<file path="src/rtl/yc422_cap_pkg.sv">
`timescale 1ns/1ps
package yc422_cap_pkg;
  localparam logic [2:0] MODE_SD   = 3'b000;
  localparam logic [2:0] MODE_DDR  = 3'b010;
  localparam logic [2:0] MODE_ED54 = 3'b111;

  localparam int STAT_F_BIT = 6;
  localparam int STAT_V_BIT = 5;
  localparam int STAT_H_BIT = 4;

  typedef struct packed {
    logic fld;
    logic vbl;
    logic hbl;
  } code_flags_t;
endpackage

</file>
<file path="src/rtl/yc422_cap_front.sv">
`timescale 1ns/1ps
module yc422_cap_front #(
  parameter int DW = 8,
  parameter int SYNC_STAGES = 2
) (
  input  logic          clk,
  input  logic          rst_n,
  input  logic [DW-1:0] bus_d,
  input  logic          hs_in,
  input  logic          vs_in,
  output logic [DW-1:0] lead_q,
  output logic [DW-1:0] trail_q,
  output logic          hs_q,
  output logic          vs_q
);
  logic [DW-1:0] rise_cap, fall_cap;
  logic [SYNC_STAGES-1:0] hs_pipe, vs_pipe;

  // rising-edge byte (first of the cycle)
  always_ff @(posedge clk or negedge rst_n)
    if (!rst_n) rise_cap <= '0;
    else        rise_cap <= bus_d;

  // falling-edge byte (second of the cycle)
  always_ff @(negedge clk or negedge rst_n)
    if (!rst_n) fall_cap <= '0;
    else        fall_cap <= bus_d;

  // realign both bytes into the rising-edge domain as one pair
  always_ff @(posedge clk or negedge rst_n)
    if (!rst_n) begin
      lead_q  <= '0;
      trail_q <= '0;
    end else begin
      lead_q  <= rise_cap;
      trail_q <= fall_cap;
    end

  // sync pins follow the same latency as the byte pair
  generate
    for (genvar i = 0; i < SYNC_STAGES; i++) begin : g_sync
      always_ff @(posedge clk or negedge rst_n)
        if (!rst_n) begin
          hs_pipe[i] <= 1'b0;
          vs_pipe[i] <= 1'b0;
        end else if (i == 0) begin
          hs_pipe[i] <= hs_in;
          vs_pipe[i] <= vs_in;
        end else begin
          hs_pipe[i] <= hs_pipe[(i > 0) ? i-1 : 0];
          vs_pipe[i] <= vs_pipe[(i > 0) ? i-1 : 0];
        end
    end
  endgenerate

  assign hs_q = hs_pipe[SYNC_STAGES-1];
  assign vs_q = vs_pipe[SYNC_STAGES-1];
endmodule

</file>
<file path="src/rtl/yc422_cap_timing.sv">
`timescale 1ns/1ps
module yc422_cap_timing
  import yc422_cap_pkg::*;
#(
  parameter int DW = 8
) (
  input  logic          clk,
  input  logic          rst_n,
  input  logic          sr_mode,
  input  logic          ddr_mode,
  input  logic [DW-1:0] lead,
  input  logic [DW-1:0] trail,
  output logic          hit,
  output code_flags_t   flags
);
  localparam logic [DW-1:0] ONES = {DW{1'b1}};
  localparam logic [DW-1:0] ZERO = {DW{1'b0}};

  logic [DW-1:0] prev_lead, prev_trail, old2, old3;
  logic          hit_sr, hit_ddr;
  logic [DW-1:0] stat;

  always_ff @(posedge clk or negedge rst_n)
    if (!rst_n) begin
      prev_lead  <= '0;
      prev_trail <= '0;
      old2       <= '0;
      old3       <= '0;
    end else begin
      prev_lead  <= lead;
      prev_trail <= trail;
      old2       <= prev_lead;
      old3       <= old2;
    end

  always_comb begin
    hit_sr  = (old3 == ONES) && (old2 == ZERO) && (prev_lead == ZERO);
    hit_ddr = (prev_lead == ONES) && (prev_trail == ZERO) && (lead == ZERO);
    hit     = sr_mode ? hit_sr : (ddr_mode && hit_ddr);
    stat    = sr_mode ? lead : trail;
    flags.fld = stat[STAT_F_BIT];
    flags.vbl = stat[STAT_V_BIT];
    flags.hbl = stat[STAT_H_BIT];
  end
endmodule

</file>
<file path="src/rtl/yc422_cap_track.sv">
`timescale 1ns/1ps
module yc422_cap_track
  import yc422_cap_pkg::*;
#(
  parameter int DW = 8
) (
  input  logic          clk,
  input  logic          rst_n,
  input  logic          mode_ok,
  input  logic          ddr_mode,
  input  logic          ext_ok,
  input  logic          luma_lead,
  input  logic [DW-1:0] lead,
  input  logic [DW-1:0] trail,
  input  logic          hs,
  input  logic          vs,
  input  logic          hit,
  input  code_flags_t   flags,
  output logic          pix_valid,
  output logic [DW-1:0] pix_y,
  output logic [DW-1:0] pix_c,
  output logic          pix_c_is_cr,
  output logic          eav_pulse,
  output logic          sav_pulse,
  output logic          field_flag,
  output logic          vblank_flag,
  output logic          hblank_flag
);
  localparam logic [DW-1:0] ONES = {DW{1'b1}};

  logic          active, luma_due, cr_next;
  logic [DW-1:0] c_hold;
  logic          h_state, v_state;
  logic          h_ext, v_ext, code_ok, h_next, v_next;

  always_comb begin
    h_ext   = ext_ok && hs;
    v_ext   = ext_ok && vs;
    code_ok = mode_ok && hit;
    h_next  = code_ok ? flags.hbl : h_state;
    v_next  = code_ok ? flags.vbl : v_state;
  end

  always_ff @(posedge clk or negedge rst_n)
    if (!rst_n) begin
      active      <= 1'b0;
      luma_due    <= 1'b0;
      cr_next     <= 1'b0;
      c_hold      <= '0;
      h_state     <= 1'b1;
      v_state     <= 1'b1;
      field_flag  <= 1'b0;
      pix_valid   <= 1'b0;
      pix_y       <= '0;
      pix_c       <= '0;
      pix_c_is_cr <= 1'b0;
      eav_pulse   <= 1'b0;
      sav_pulse   <= 1'b0;
      hblank_flag <= 1'b1;
      vblank_flag <= 1'b1;
    end else begin
      pix_valid   <= 1'b0;
      eav_pulse   <= 1'b0;
      sav_pulse   <= 1'b0;
      h_state     <= h_next;
      v_state     <= v_next;
      hblank_flag <= h_next | h_ext;
      vblank_flag <= v_next | v_ext;
      if (!mode_ok) begin
        active <= 1'b0;
      end else if (hit) begin
        field_flag <= flags.fld;
        eav_pulse  <= flags.hbl;
        sav_pulse  <= ~flags.hbl;
        active     <= ~flags.hbl;
        luma_due   <= 1'b0;
        cr_next    <= 1'b0;
      end else if (active && lead == ONES) begin
        active <= 1'b0;
      end else if (active && !h_ext) begin
        if (ddr_mode) begin
          pix_y       <= luma_lead ? lead : trail;
          pix_c       <= luma_lead ? trail : lead;
          pix_c_is_cr <= cr_next;
          cr_next     <= ~cr_next;
          pix_valid   <= 1'b1;
        end else if (!luma_due) begin
          c_hold   <= lead;
          luma_due <= 1'b1;
        end else begin
          pix_y       <= lead;
          pix_c       <= c_hold;
          pix_c_is_cr <= cr_next;
          cr_next     <= ~cr_next;
          luma_due    <= 1'b0;
          pix_valid   <= 1'b1;
        end
      end
    end
endmodule

</file>
<file path="src/rtl/yc422_capture.sv">
`timescale 1ns/1ps
module yc422_capture
  import yc422_cap_pkg::*;
#(
  parameter int DW = 8
) (
  input  logic          clk,
  input  logic          rst_n,
  input  logic [2:0]    mode_sel,
  input  logic [1:0]    luma_edge,
  input  logic [DW-1:0] bus_d,
  input  logic          hsync_in,
  input  logic          vsync_in,
  output logic          pix_valid,
  output logic [DW-1:0] pix_y,
  output logic [DW-1:0] pix_c,
  output logic          pix_c_is_cr,
  output logic          eav_pulse,
  output logic          sav_pulse,
  output logic          field_flag,
  output logic          vblank_flag,
  output logic          hblank_flag
);
  logic [DW-1:0] lead_b, trail_b;
  logic          hs_al, vs_al;
  logic          sr_mode, ddr_mode, mode_ok, ext_ok, luma_lead;
  logic          code_hit;
  code_flags_t   code_fl;

  always_comb begin
    sr_mode   = (mode_sel == MODE_SD) || (mode_sel == MODE_ED54);
    ddr_mode  = (mode_sel == MODE_DDR);
    mode_ok   = sr_mode || ddr_mode;
    ext_ok    = (mode_sel == MODE_SD) || (mode_sel == MODE_DDR);
    luma_lead = (luma_edge == 2'b00);
  end

  yc422_cap_front #(.DW(DW), .SYNC_STAGES(2)) u_front (
    .clk(clk), .rst_n(rst_n), .bus_d(bus_d), .hs_in(hsync_in), .vs_in(vsync_in),
    .lead_q(lead_b), .trail_q(trail_b), .hs_q(hs_al), .vs_q(vs_al)
  );

  yc422_cap_timing #(.DW(DW)) u_timing (
    .clk(clk), .rst_n(rst_n), .sr_mode(sr_mode), .ddr_mode(ddr_mode),
    .lead(lead_b), .trail(trail_b), .hit(code_hit), .flags(code_fl)
  );

  yc422_cap_track #(.DW(DW)) u_track (
    .clk(clk), .rst_n(rst_n), .mode_ok(mode_ok), .ddr_mode(ddr_mode),
    .ext_ok(ext_ok), .luma_lead(luma_lead), .lead(lead_b), .trail(trail_b),
    .hs(hs_al), .vs(vs_al), .hit(code_hit), .flags(code_fl),
    .pix_valid(pix_valid), .pix_y(pix_y), .pix_c(pix_c), .pix_c_is_cr(pix_c_is_cr),
    .eav_pulse(eav_pulse), .sav_pulse(sav_pulse), .field_flag(field_flag),
    .vblank_flag(vblank_flag), .hblank_flag(hblank_flag)
  );
endmodule

</file>
<file path="config.mk">
export PLATFORM = sky130hd
export DESIGN_NAME = yc422_capture
export DESIGN_NICKNAME = d
export VERILOG_FILES = /design/src/rtl/yc422_cap_pkg.sv /design/src/rtl/yc422_cap_front.sv /design/src/rtl/yc422_cap_timing.sv /design/src/rtl/yc422_cap_track.sv /design/src/rtl/yc422_capture.sv
export SDC_FILE = /design/constraint.sdc
export NUM_CORES = 1
export LEC_CHECK = 0
export CAP_MARGIN = 40
export CORE_ASPECT_RATIO = 1.1
export CORE_MARGIN = 2
export CORE_UTILIZATION = 39
export DETAILED_ROUTE_END_ITERATION = 10
export PLACE_DENSITY_LB_ADDON = 0.25
export SLEW_MARGIN = 20
export SYNTH_ARGS = -nofsm -noshare
export SYNTH_HDL_FRONTEND = slang
export SYNTH_SLANG_ARGS = --single-unit
</file>
<file path="constraint.sdc">
create_clock -name clk -period 2.7 [get_ports clk]
set_clock_uncertainty 0.1 [all_clocks]
set_input_delay 0.27 -clock clk [delete_from_list [all_inputs] [get_ports clk]]
set_output_delay 0.27 -clock clk [all_outputs]
set_load 0.03 [all_outputs]
</file>
==> reports/qor.yml, run 1 <==
status: "finished, final reports clean"
powerDensity_nw_per_um2: 612
arrival_ps: 2500
ioPinCount: 40
r2r_end: "u_track.pix_y[3]"
synth-seq-cells: 104
yosysMostFrequentCell: "dfrtp_1"
drt-total-wl_mm: 6.39
drt-initial-drc-count: 63
sw_frac_of_total_pct: 24.7
dieHeight_um: 106
cts_hold_buffers: 1
setup_violations: 0
cts_buffers: 9
hp-start: "vsync_in"
drc: 0
die_x_um: 96.7
clk_pin_slew_ps: 100
drv_slew: 0
antennaDiodeCount: 0
grt_pass1_vias: 2089
grt-ovfl-total: 0
clkPwrFrac_pct: 32.9
htree_levels: 3
synth.area.top_cells: "dfrtp_1, mux2_2, dfrtn_1, mux2_4, dfstp_2"
min_period_ps: 2360
ff2ff_setup_slack_ps: 340
die_area_um2: 10300
required_ps: 2850
syn_nets: 240
grt_pass1_wl_mm: 10.6
cellLeakagePower_nw: 1.99
fin_cells: 404
dp_hpwl_mm: 4.42
synthTopCellsByCount: "dfrtp_1, mux2_2, nor2_1"
period_share_pct: 87.2
clock_tree.root_cell: "clkbuf_8"
avgSynthCellArea_um2: 16.5
dp_slack_ps: 71.7
area_growth_pct: 20.7
design_area_um2: 4450
power_frac_seq_pct: 61.2
drt-pass1-iter-count: 4
synth.largest_area_cell: "dfrtp_1"
worst_slack_ps: 344
fill_cells: 823
final_hold_viol_count: 0
crit_path_end_kind: "register"
worst_pin_slew_ps: 699
r2r-start: "u_timing.prev_lead[1]"
synth.distinct_cells: 41
grt_max_degree: 60
cts_setup_buffers: 0
multi_input_area_um2: 1040
portBuffers: 39
synth-warning-count: 0
layout-drive-gt1-share_pct: 28.9
place_congestion: 0.731
min_path_cells: 1
rsz0062_at_grt: "no"
reg2reg_depth: 6
min_path_type: "in -> reg"
postSynth.asyncResetShare_pct: 100
crit_type: "reg -> reg"
ant_nets: 0
placedCellCount: 387
peakVddDrop_mv: 0.426
cts-resized-gates: 0
track_usage_pct: 13.4
max_freq_ghz: 0.424
setup-tns-final_ps: 0
antenna_found_initial: 0
row_count: 37
p_int_mw: 2.05
core-area_um2: 9260
synth_cells: 223
maxSlewHeadroom_pct: 53.4
synthFlopType: "dfrtp_1"
place_area_um2: 4270
path_max_fanout: 10
cts_sinks: 104
cts_tree: "yes"
power_switching_uw: 674
crit_path_start_kind: "register"
route.vias.total: 1963
seq_area_frac_synth_pct: 70.7
vias_per_cell: 4.86
drv_cap: 0
insertion_delay_ps: 360
clockBufferDepth: 2
seqCellArea_um2: 2610
nNetsFinal: 299
combPwrFrac_pct: 5.9
synth.top_cell.area_share_pct: 62.4
hold_ws_ps: 247
holdPathEnd: "u_front.vs_pipe[0]"
synth_edf_count: 0
syn_area_um2: 3690
initial_core_util_pct: 39.8
wire_per_inst_um: 15.8
## layout by cell type, fill, tap and decap left out, types with 3 or more instances in the layout
| master | instances |
|---|---|
| dfrtp_1 | 92 |
| clkdlybuf4s50_1 | 38 |
| mux2_2 | 29 |
| nor2_1 | 14 |
| buf_4 | 12 |
| mux2i_1 | 9 |
| a21oi_1 | 9 |
| mux2_4 | 9 |
| clkbuf_8 | 9 |
| dfrtn_1 | 8 |
| nand4_1 | 5 |
| dfstp_2 | 4 |
| nand2_1 | 3 |
## power by group through the flow
stage                     logic, mW  clock network [mW]  registers (mW)
after floorplan              0.0607                   0            1.70
after global placement        0.161                   0            1.70
after detailed placement      0.163                   0            1.70
after CTS                     0.164               0.926            1.67
after global routing          0.178               0.981            1.68
final                         0.160               0.898            1.67
## worst max-delay path by stage
stage,from,to,slack [ps]
after floorplan,u_timing.old2[3],u_track.pix_c[1],510
after global placement,mode_sel[0],u_track.c_hold[7],120
after detailed placement,mode_sel[0],u_track.c_hold[1],70
after CTS,u_timing.prev_lead[1],u_track.pix_y[0],310
after global routing,u_timing.prev_lead[1],u_track.pix_y[4],210
final,u_timing.prev_lead[1],u_track.pix_y[3],340
## logic make-up after synthesis
kind of cell / synth area share (%)
buffers and inverters: 1.19
AO/OA/AOI/OAI: 3.12
AND/OR/NAND/NOR: 9.57
multiplexers: 15.0
flip-flops: 70.7
XOR/XNOR: 0.475
## cell type report
type / count / area share (%)
repair buffers: 51 / 10.8
inverters: 1 / 0.0843
well taps: 117 / 3.29
clock buffers: 10 / 2.87
flip-flops and latches: 104 / 58.6
clock inverters: 6 / 1.12
multi-input cells: 115 / 23.3
## metrics by stage
stage / power [mW] / utilization [%]
after floorplan: 1.76 / -
after global placement: 1.86 / 46.1
after detailed placement: 1.86 / 46.1
after CTS: 2.76 / 48.1
after global routing: 2.84 / 48.1
final: 2.72 / 48.1
## layer usage
metal,global-route usage (%),wire [um]
met5,0,0
met3,2.50,157
met1,17.9,2990
met4,6.04,116
met2,21.3,3130
## worst max-delay path, cell delays in order (launching register included)
cell and delay (ps):
dfrtp_1 430, nor4_2 290, nand4_1 230, o32ai_4 460, nand2b_1 180, buf_4 210
mux2_2 350
## sequential cells by signal, summed over array words and instances (netlist names), 8 cells and up
register             cells
u_timing.prev_trail      8
u_front.rise_cap         8
u_track.pix_c            8
u_front.fall_cap         8
u_track.pix_y            8
u_front.lead_q           8
u_track.c_hold           8
u_timing.prev_lead       8
u_front.trail_q          8
u_timing.old3            8
u_timing.old2            8
Power figures use the tool's default switching activity.
==> run 2, diff against run 1 <==
SKIP_CTS_REPAIR_TIMING = 1   (was unset)
==> results of run 2 <==
The final DEF is identical to that of run 1; final timing and power are the same.
Among the figures that moved: via count of the first global-routing pass 2089 -> 2086; overall routing resource usage 13.4% -> 13.3%; met3 usage 2.50% -> 2.43%
